==> config.mk <==
export PLATFORM = sky130hd
export DESIGN_NAME = token_decoder
export DESIGN_NICKNAME = d
export VERILOG_FILES = /design/src/rtl/token_decoder_pkg.sv /design/src/rtl/token_pid_check.sv /design/src/rtl/token_crc5_check.sv /design/src/rtl/token_fsm.sv /design/src/rtl/token_decoder.sv
export SDC_FILE = /design/constraint.sdc
export NUM_CORES = 1
export LEC_CHECK = 0
export ABC_CLOCK_PERIOD_IN_PS = 5010
export BUFFER_PORTS_ARGS = -buffer_cell sky130_fd_sc_hd__buf_4
export CAP_MARGIN = 40
export CORE_MARGIN = 1
export CORE_UTILIZATION = 53
export CTS_CLUSTER_SIZE = 25
export DETAILED_ROUTE_END_ITERATION = 12
export GPL_ROUTABILITY_DRIVEN = 0
export PLACE_DENSITY = 0.78
export SKIP_CTS_REPAIR_TIMING = 1
export SLEW_MARGIN = 20
export SYNTH_ARGS = -nofsm -noshare
export SYNTH_HDL_FRONTEND = slang
export SYNTH_SLANG_ARGS = --single-unit
==> constraint.sdc <==
create_clock -name clk -period 5.01 [get_ports clk]
set_input_delay 0.7515 -clock clk [delete_from_list [all_inputs] [get_ports clk]]
set_output_delay 0.7515 -clock clk [all_outputs]
set_load 0.05 [all_outputs]
==> src/rtl/token_decoder_pkg.sv <==
package token_decoder_pkg;

    typedef enum logic [1:0] {
        KIND_OUT   = 2'd0,
        KIND_IN    = 2'd1,
        KIND_SETUP = 2'd2,
        KIND_NONE  = 2'd3
    } tok_kind_e;

    localparam logic [3:0] TYPE_OUT   = 4'b0001;
    localparam logic [3:0] TYPE_IN    = 4'b1001;
    localparam logic [3:0] TYPE_SETUP = 4'b1101;

    typedef enum logic [2:0] {
        ST_IDLE,
        ST_PID,
        ST_BODY,
        ST_LONG,
        ST_SKIP,
        ST_BADPID
    } dec_state_e;

endpackage

==> src/rtl/token_pid_check.sv <==
module token_pid_check
    import token_decoder_pkg::*;
#(
    parameter int BYTE_W = 8
) (
    input  logic [BYTE_W-1:0] pid_byte,
    output logic              pid_ok,
    output logic              pid_token,
    output tok_kind_e         pid_kind
);
    localparam int NIB_W = BYTE_W / 2;

    logic [NIB_W-1:0] type_nib;
    logic [NIB_W-1:0] chk_nib;

    assign type_nib = pid_byte[NIB_W-1:0];
    assign chk_nib  = pid_byte[BYTE_W-1:NIB_W];
    assign pid_ok   = (chk_nib == ~type_nib);

    always_comb begin
        pid_token = 1'b1;
        pid_kind  = KIND_NONE;
        unique case (type_nib)
            TYPE_OUT:   pid_kind = KIND_OUT;
            TYPE_IN:    pid_kind = KIND_IN;
            TYPE_SETUP: pid_kind = KIND_SETUP;
            default:    pid_token = 1'b0;
        endcase
    end
endmodule

==> src/rtl/token_crc5_check.sv <==
module token_crc5_check #(
    parameter int               BODY_W = 11,
    parameter int               CRC_W  = 5,
    parameter logic [CRC_W-1:0] POLY   = 5'b00101,
    parameter logic [CRC_W-1:0] INIT   = 5'b11111,
    parameter logic [CRC_W-1:0] RESID  = 5'b01100
) (
    input  logic [BODY_W+CRC_W-1:0] wire_bits,
    output logic                    crc_ok
);
    localparam int N_BITS = BODY_W + CRC_W;

    logic [CRC_W-1:0] stage [0:N_BITS];
    assign stage[0] = INIT;

    for (genvar g = 0; g < N_BITS; g++) begin : g_shift
        logic fb;
        assign fb = wire_bits[g] ^ stage[g][CRC_W-1];
        assign stage[g+1] = {stage[g][CRC_W-2:0], 1'b0} ^ (fb ? POLY : '0);
    end

    assign crc_ok = (stage[N_BITS] == RESID);
endmodule

==> src/rtl/token_fsm.sv <==
module token_fsm
    import token_decoder_pkg::*;
#(
    parameter int BYTE_W = 8,
    parameter int ADDR_W = 7,
    parameter int ENDP_W = 4
) (
    input  logic              clk,
    input  logic              rst_n,
    input  logic              in_valid,
    input  logic              in_start,
    input  logic              in_end,
    input  logic [BYTE_W-1:0] in_data,
    input  logic [ADDR_W-1:0] dev_addr,
    input  logic              pid_ok,
    input  logic              pid_token,
    input  tok_kind_e         pid_kind,
    input  logic              crc_ok,
    output logic [BYTE_W-1:0] addr_byte,
    output logic              tok_valid,
    output tok_kind_e         tok_kind,
    output logic [ENDP_W-1:0] tok_endp,
    output logic              err_pid,
    output logic              err_crc,
    output logic              err_len
);
    localparam int ENDP_LO_W = BYTE_W - ADDR_W;
    localparam int ENDP_HI_W = ENDP_W - ENDP_LO_W;

    dec_state_e        state, nxt;
    tok_kind_e         kind_q;
    logic [BYTE_W-1:0] byte1_q;
    logic              v_tok, v_pid, v_crc, v_len;
    logic              addr_hit;
    logic [ENDP_W-1:0] endp_now;

    assign addr_byte = byte1_q;
    assign addr_hit  = (byte1_q[ADDR_W-1:0] == dev_addr);
    assign endp_now  = {in_data[ENDP_HI_W-1:0], byte1_q[BYTE_W-1 -: ENDP_LO_W]};

    // state register and captured fields
    always_ff @(posedge clk) begin
        if (!rst_n) begin
            state   <= ST_IDLE;
            kind_q  <= KIND_NONE;
            byte1_q <= '0;
        end else begin
            state <= nxt;
            if (in_valid && in_start) begin
                kind_q <= pid_kind;
            end
            if (in_valid && !in_start && state == ST_PID) begin
                byte1_q <= in_data;
            end
        end
    end

    // next state and verdict
    always_comb begin
        nxt   = state;
        v_tok = 1'b0;
        v_pid = 1'b0;
        v_crc = 1'b0;
        v_len = 1'b0;
        if (in_valid) begin
            if (in_start) begin
                if (!pid_ok) begin
                    v_pid = in_end;
                    nxt   = in_end ? ST_IDLE : ST_BADPID;
                end else if (!pid_token) begin
                    nxt = in_end ? ST_IDLE : ST_SKIP;
                end else begin
                    v_len = in_end;
                    nxt   = in_end ? ST_IDLE : ST_PID;
                end
            end else begin
                unique case (state)
                    ST_IDLE: nxt = ST_IDLE;
                    ST_PID: begin
                        v_len = in_end;
                        nxt   = in_end ? ST_IDLE : ST_BODY;
                    end
                    ST_BODY: begin
                        if (in_end) begin
                            nxt   = ST_IDLE;
                            v_crc = !crc_ok;
                            v_tok = crc_ok && addr_hit;
                        end else begin
                            nxt = ST_LONG;
                        end
                    end
                    ST_LONG: begin
                        v_len = in_end;
                        nxt   = in_end ? ST_IDLE : ST_LONG;
                    end
                    ST_SKIP: begin
                        nxt = in_end ? ST_IDLE : ST_SKIP;
                    end
                    ST_BADPID: begin
                        v_pid = in_end;
                        nxt   = in_end ? ST_IDLE : ST_BADPID;
                    end
                    default: nxt = ST_IDLE;
                endcase
            end
        end
    end

    // registered outputs
    always_ff @(posedge clk) begin
        if (!rst_n) begin
            tok_valid <= 1'b0;
            err_pid   <= 1'b0;
            err_crc   <= 1'b0;
            err_len   <= 1'b0;
            tok_kind  <= KIND_NONE;
            tok_endp  <= '0;
        end else begin
            tok_valid <= v_tok;
            err_pid   <= v_pid;
            err_crc   <= v_crc;
            err_len   <= v_len;
            if (v_tok) begin
                tok_kind <= kind_q;
                tok_endp <= endp_now;
            end
        end
    end
endmodule

==> src/rtl/token_decoder.sv <==
module token_decoder
    import token_decoder_pkg::*;
#(
    parameter int BYTE_W = 8,
    parameter int ADDR_W = 7,
    parameter int ENDP_W = 4,
    parameter int CRC_W  = 5,
    parameter logic [CRC_W-1:0] CRC_POLY  = 5'b00101,
    parameter logic [CRC_W-1:0] CRC_INIT  = 5'b11111,
    parameter logic [CRC_W-1:0] CRC_RESID = 5'b01100
) (
    input  logic              clk,
    input  logic              rst_n,
    input  logic              in_valid,
    input  logic              in_start,
    input  logic              in_end,
    input  logic [BYTE_W-1:0] in_data,
    input  logic [ADDR_W-1:0] dev_addr,
    output logic              tok_valid,
    output logic [1:0]        tok_kind,
    output logic [ENDP_W-1:0] tok_endp,
    output logic              err_pid,
    output logic              err_crc,
    output logic              err_len
);
    localparam int BODY_W = ADDR_W + ENDP_W;

    logic              pid_ok, pid_token, crc_ok;
    tok_kind_e         pid_kind, kind_out;
    logic [BYTE_W-1:0] addr_byte;

    token_pid_check #(.BYTE_W(BYTE_W)) u_pid (
        .pid_byte  (in_data),
        .pid_ok    (pid_ok),
        .pid_token (pid_token),
        .pid_kind  (pid_kind)
    );

    token_crc5_check #(
        .BODY_W (BODY_W),
        .CRC_W  (CRC_W),
        .POLY   (CRC_POLY),
        .INIT   (CRC_INIT),
        .RESID  (CRC_RESID)
    ) u_crc (
        .wire_bits ({in_data, addr_byte}),
        .crc_ok    (crc_ok)
    );

    token_fsm #(
        .BYTE_W (BYTE_W),
        .ADDR_W (ADDR_W),
        .ENDP_W (ENDP_W)
    ) u_fsm (
        .clk       (clk),
        .rst_n     (rst_n),
        .in_valid  (in_valid),
        .in_start  (in_start),
        .in_end    (in_end),
        .in_data   (in_data),
        .dev_addr  (dev_addr),
        .pid_ok    (pid_ok),
        .pid_token (pid_token),
        .pid_kind  (pid_kind),
        .crc_ok    (crc_ok),
        .addr_byte (addr_byte),
        .tok_valid (tok_valid),
        .tok_kind  (kind_out),
        .tok_endp  (tok_endp),
        .err_pid   (err_pid),
        .err_crc   (err_crc),
        .err_len   (err_len)
    );

    assign tok_kind = kind_out;
endmodule

==> key figures <==
Yosys
  • Ys Warns: 0
  • Synthesized area per cell: 9.516 um^2
  • Post-synthesis register bit count: 23
  • Syn Inst Count: approximately 140
  • Unique masters post-synth: 33
  • Syn nets: between 150 and 200
  • Synth Cell Area: between 1000 and 1500 um^2
  • Seq/Total Area, Yosys: 0.3407

Layout
  • Nets: 189
  • Post-route cell area: about 1600 um^2
  • Layout cells sized above 1: 0.2143
  • Post-route non-filler standard cell count: 196
  • Diode count: 0
  • Synth-to-layout area growth: 18.80%
  • Core Util, Final: 0.6988
  • Commonest non-fill, non-tap cells in the layout: buf_4, dfxtp_1, nor2b_1, xnor2_1
  • Leading cell type in the layout, fill and taps excluded: buf_4

Floorplan
  • Die Span X: between 50 and 60 um
  • Starting density of the core: 0.5882
  • Die Height: around 52 um
  • Die ar.: about 2800 um^2
  • Core ar.: about 2300 um^2
  • Rows: 17
  • I/O Pins: 30

Clocking
  • Clk slew on worst S/H paths: ~0.13 ns
  • Clk buf depth: 2
  • Total CTS buffers: 3
  • TritonCTS clock tree: built
  • Root Buffer: clkbuf_4
  • H-tree levels: 1
  • Clock latency on the worst-skew pair: a little over 0.3 ns
  • CTS sink cnt: 23

Placed design
  • Placed cell count: around 190
  • Area after DPL: 1578 um^2
  • Post-DP HPWL: ~2.1 mm
  • PortBufs: 29

Power and ir drop
  • Max rail drop VDD: 0.0001435 V
  • PwrDens: 210.0 nW/um^2
  • Seq pwr share: 0.555
  • Leak: between 0.6 and 0.7 nW
  • Sw Ratio: 0.2683
  • Logic pwr share: 0.183
  • Internal: roughly 0.25 mW
  • Clock share of power: 0.262
  • Switching Power: slightly above 0.09 mW

STA
  • Setup violators final: 0
  • Final Hold Vio Count: 0
  • Slew Limit Fails: 0
  • Final Skew: 0.002204 ns
  • Highest Clock Rate: about 380 MHz
  • Hold Slack: about 0.47 ns
  • Slew margin rel.: 0.5794
  • Setup TNS: 0 ns
  • Clock period minus worst slack: 2.620 ns
  • Worst Tran Pin Value: 0.6290 ns
  • Tcrit/Tclk final: 0.5230
  • RSZ-0062 raised after global routing: no

GRT
  • Grt ovf: 0
  • First-pass GRT wire length: about 4.4 mm
  • Largest net degree at the start of global routing: 29
  • Number of global-route vias before repair: approximately 980
  • Tot GR Track Use: 0.2215
  • Initial antenna violation count: 0

Worst setup path
  • Critical Path RT: between 5 and 6 ns
  • CP max-delay cell: a2111oi_4
  • R2R Setup Slk: 2.39 ns
  • Critical path launch point type: flip-flop
  • WS Path Type: reg -> reg
  • Crit-path max cell delay: 0.63 ns
  • Worst-path maximum fanout: 6
  • Arrival @ worst endpoint: 2.87 ns
  • Critical-path cell list: xor2_1, xnor3_1, or3_4, a2111oi_4, mux2i_1
  • Crit. End Element: flip-flop

Route
  • Met3 WL: between 100 and 150 um
  • DR iter-0 viols: 17
  • Total Wirelength: roughly 2.7 mm
  • Routed vias/inst: between 5 and 6
  • Antenna viol nets, final: 0
  • Pre-antenna DRT Iters: 4
  • Routed length per instance: between 10 and 15 um
  • Met1 wire length: between 1 and 1.5 mm
  • Top Layer Used: met4
  • Metal2 WL: 1.230 mm
  • Via count: 1061
  • DR DRC count: 0

Status
  • Status: finished clean

Run
  • Max Cap Viol: 0

Min path
  • Worst Hold Class: reg -> reg
[metrics by stage]
stage | total power, mW | setup WS (ns)
final | 0.3372 | 2.390
after global routing | 0.3524 | 2.246
after CTS | 0.3368 | 2.367
after detailed placement | 0.2523 | 2.117
after global placement | 0.2508 | 2.207
after floorplan | 0.2309 | 2.360
[synthesized netlist by cell type]
library cell	count	area share
nand4b_1	1	0.0065
o2111a_1	1	0.0083
a21oi_1	7	0.026
inv_1	4	0.011
mux2i_1	13	0.096
nor2b_1	14	0.065
o31a_1	1	0.0065
o21a_1	2	0.011
a22oi_1	1	0.0056
nand2b_1	3	0.014
o21ai_0	2	0.0074
a31oi_1	1	0.0046
nand4_1	1	0.0046
nand2_1	13	0.036
clkbuf_1	6	0.017
nor4_1	2	0.0093
nor3b_1	1	0.0056
dfxtp_1	23	0.34
xnor2_1	14	0.091
buf_1	1	0.0028
a211oi_1	2	0.011
xnor3_1	3	0.050
xor2_1	7	0.045
or3_4	1	0.0083
or4b_2	1	0.0074
nor3_1	4	0.015
xor3_1	2	0.035
nor2_1	5	0.014
a221oi_1	1	0.0065
and2_1	1	0.0046
a2111oi_4	1	0.020
and4_1	1	0.0065
nand3_1	2	0.0074
[path summary, 6_finish.rpt]
check	depth (start not counted)	to	from
max	5	u_fsm.tok_endp[1]$_SDFFE_PN0P_	u_fsm.addr_byte[1]$_SDFFE_PN0P_
min	2	u_fsm.tok_endp[3]$_SDFFE_PN0P_	u_fsm.tok_endp[3]$_SDFFE_PN0P_
min reg2reg	2	u_fsm.tok_endp[3]$_SDFFE_PN0P_	u_fsm.tok_endp[3]$_SDFFE_PN0P_
max reg2reg	5	u_fsm.tok_endp[1]$_SDFFE_PN0P_	u_fsm.addr_byte[1]$_SDFFE_PN0P_
[flip-flops by register name (all words and copies together) (netlist names)]
name             count
u_fsm.addr_byte      8
u_fsm.err_crc        1
u_fsm.err_len        1
u_fsm.err_pid        1
u_fsm.kind_q         2
u_fsm.state          3
u_fsm.tok_endp       4
u_fsm.tok_kind       2
u_fsm.tok_valid      1
[worst max-delay path: cells and delay by family (launching register included)]
family          cells  cell delay (ns)
xor+xnor            2             0.81
compound gates      1             0.63
flops               1             0.47
simple gates        1             0.40
mux                 1             0.26
[per-layer routing]
metal,vias to the layer above,global-route usage
met1,492,0.3095
met3,4,0.03478
met5,-,0
met2,28,0.3544
li1,537,-
met4,0,0.05263
[cell type report]
type                            instances  area (um^2)
Clock buffer                            3        22.52
Clock inverter                          1        5.005
Fill cell                             187        691.9
Inverter                                4        15.01
Multi-Input combinational cell        108        849.6
Sequential cell                        23        460.4
Tap cell                               28        35.03
Timing Repair Buffer                   29        217.7
[kinds of logic (layout without fill, tap and decap cells)]
family,count (synthesis),in the layout,share of synthesized area
xor+xnor,26,26,0.2213
flops,23,23,0.3407
buf+inv,11,37,0.03055
mux,13,13,0.09629
simple gates,50,50,0.2037
compound gates,19,19,0.1074
[power by group through the flow]
stage	Combinational [mW]	Sequential [mW]	Clock, mW
after global routing	0.0664	0.188	0.0983
final	0.0616	0.187	0.0883
after global placement	0.0597	0.191	0
after CTS	0.0615	0.187	0.0882
after detailed placement	0.0610	0.191	0
after floorplan	0.0394	0.192	0
No activity file was read; power rests on OpenSTA's default activity.
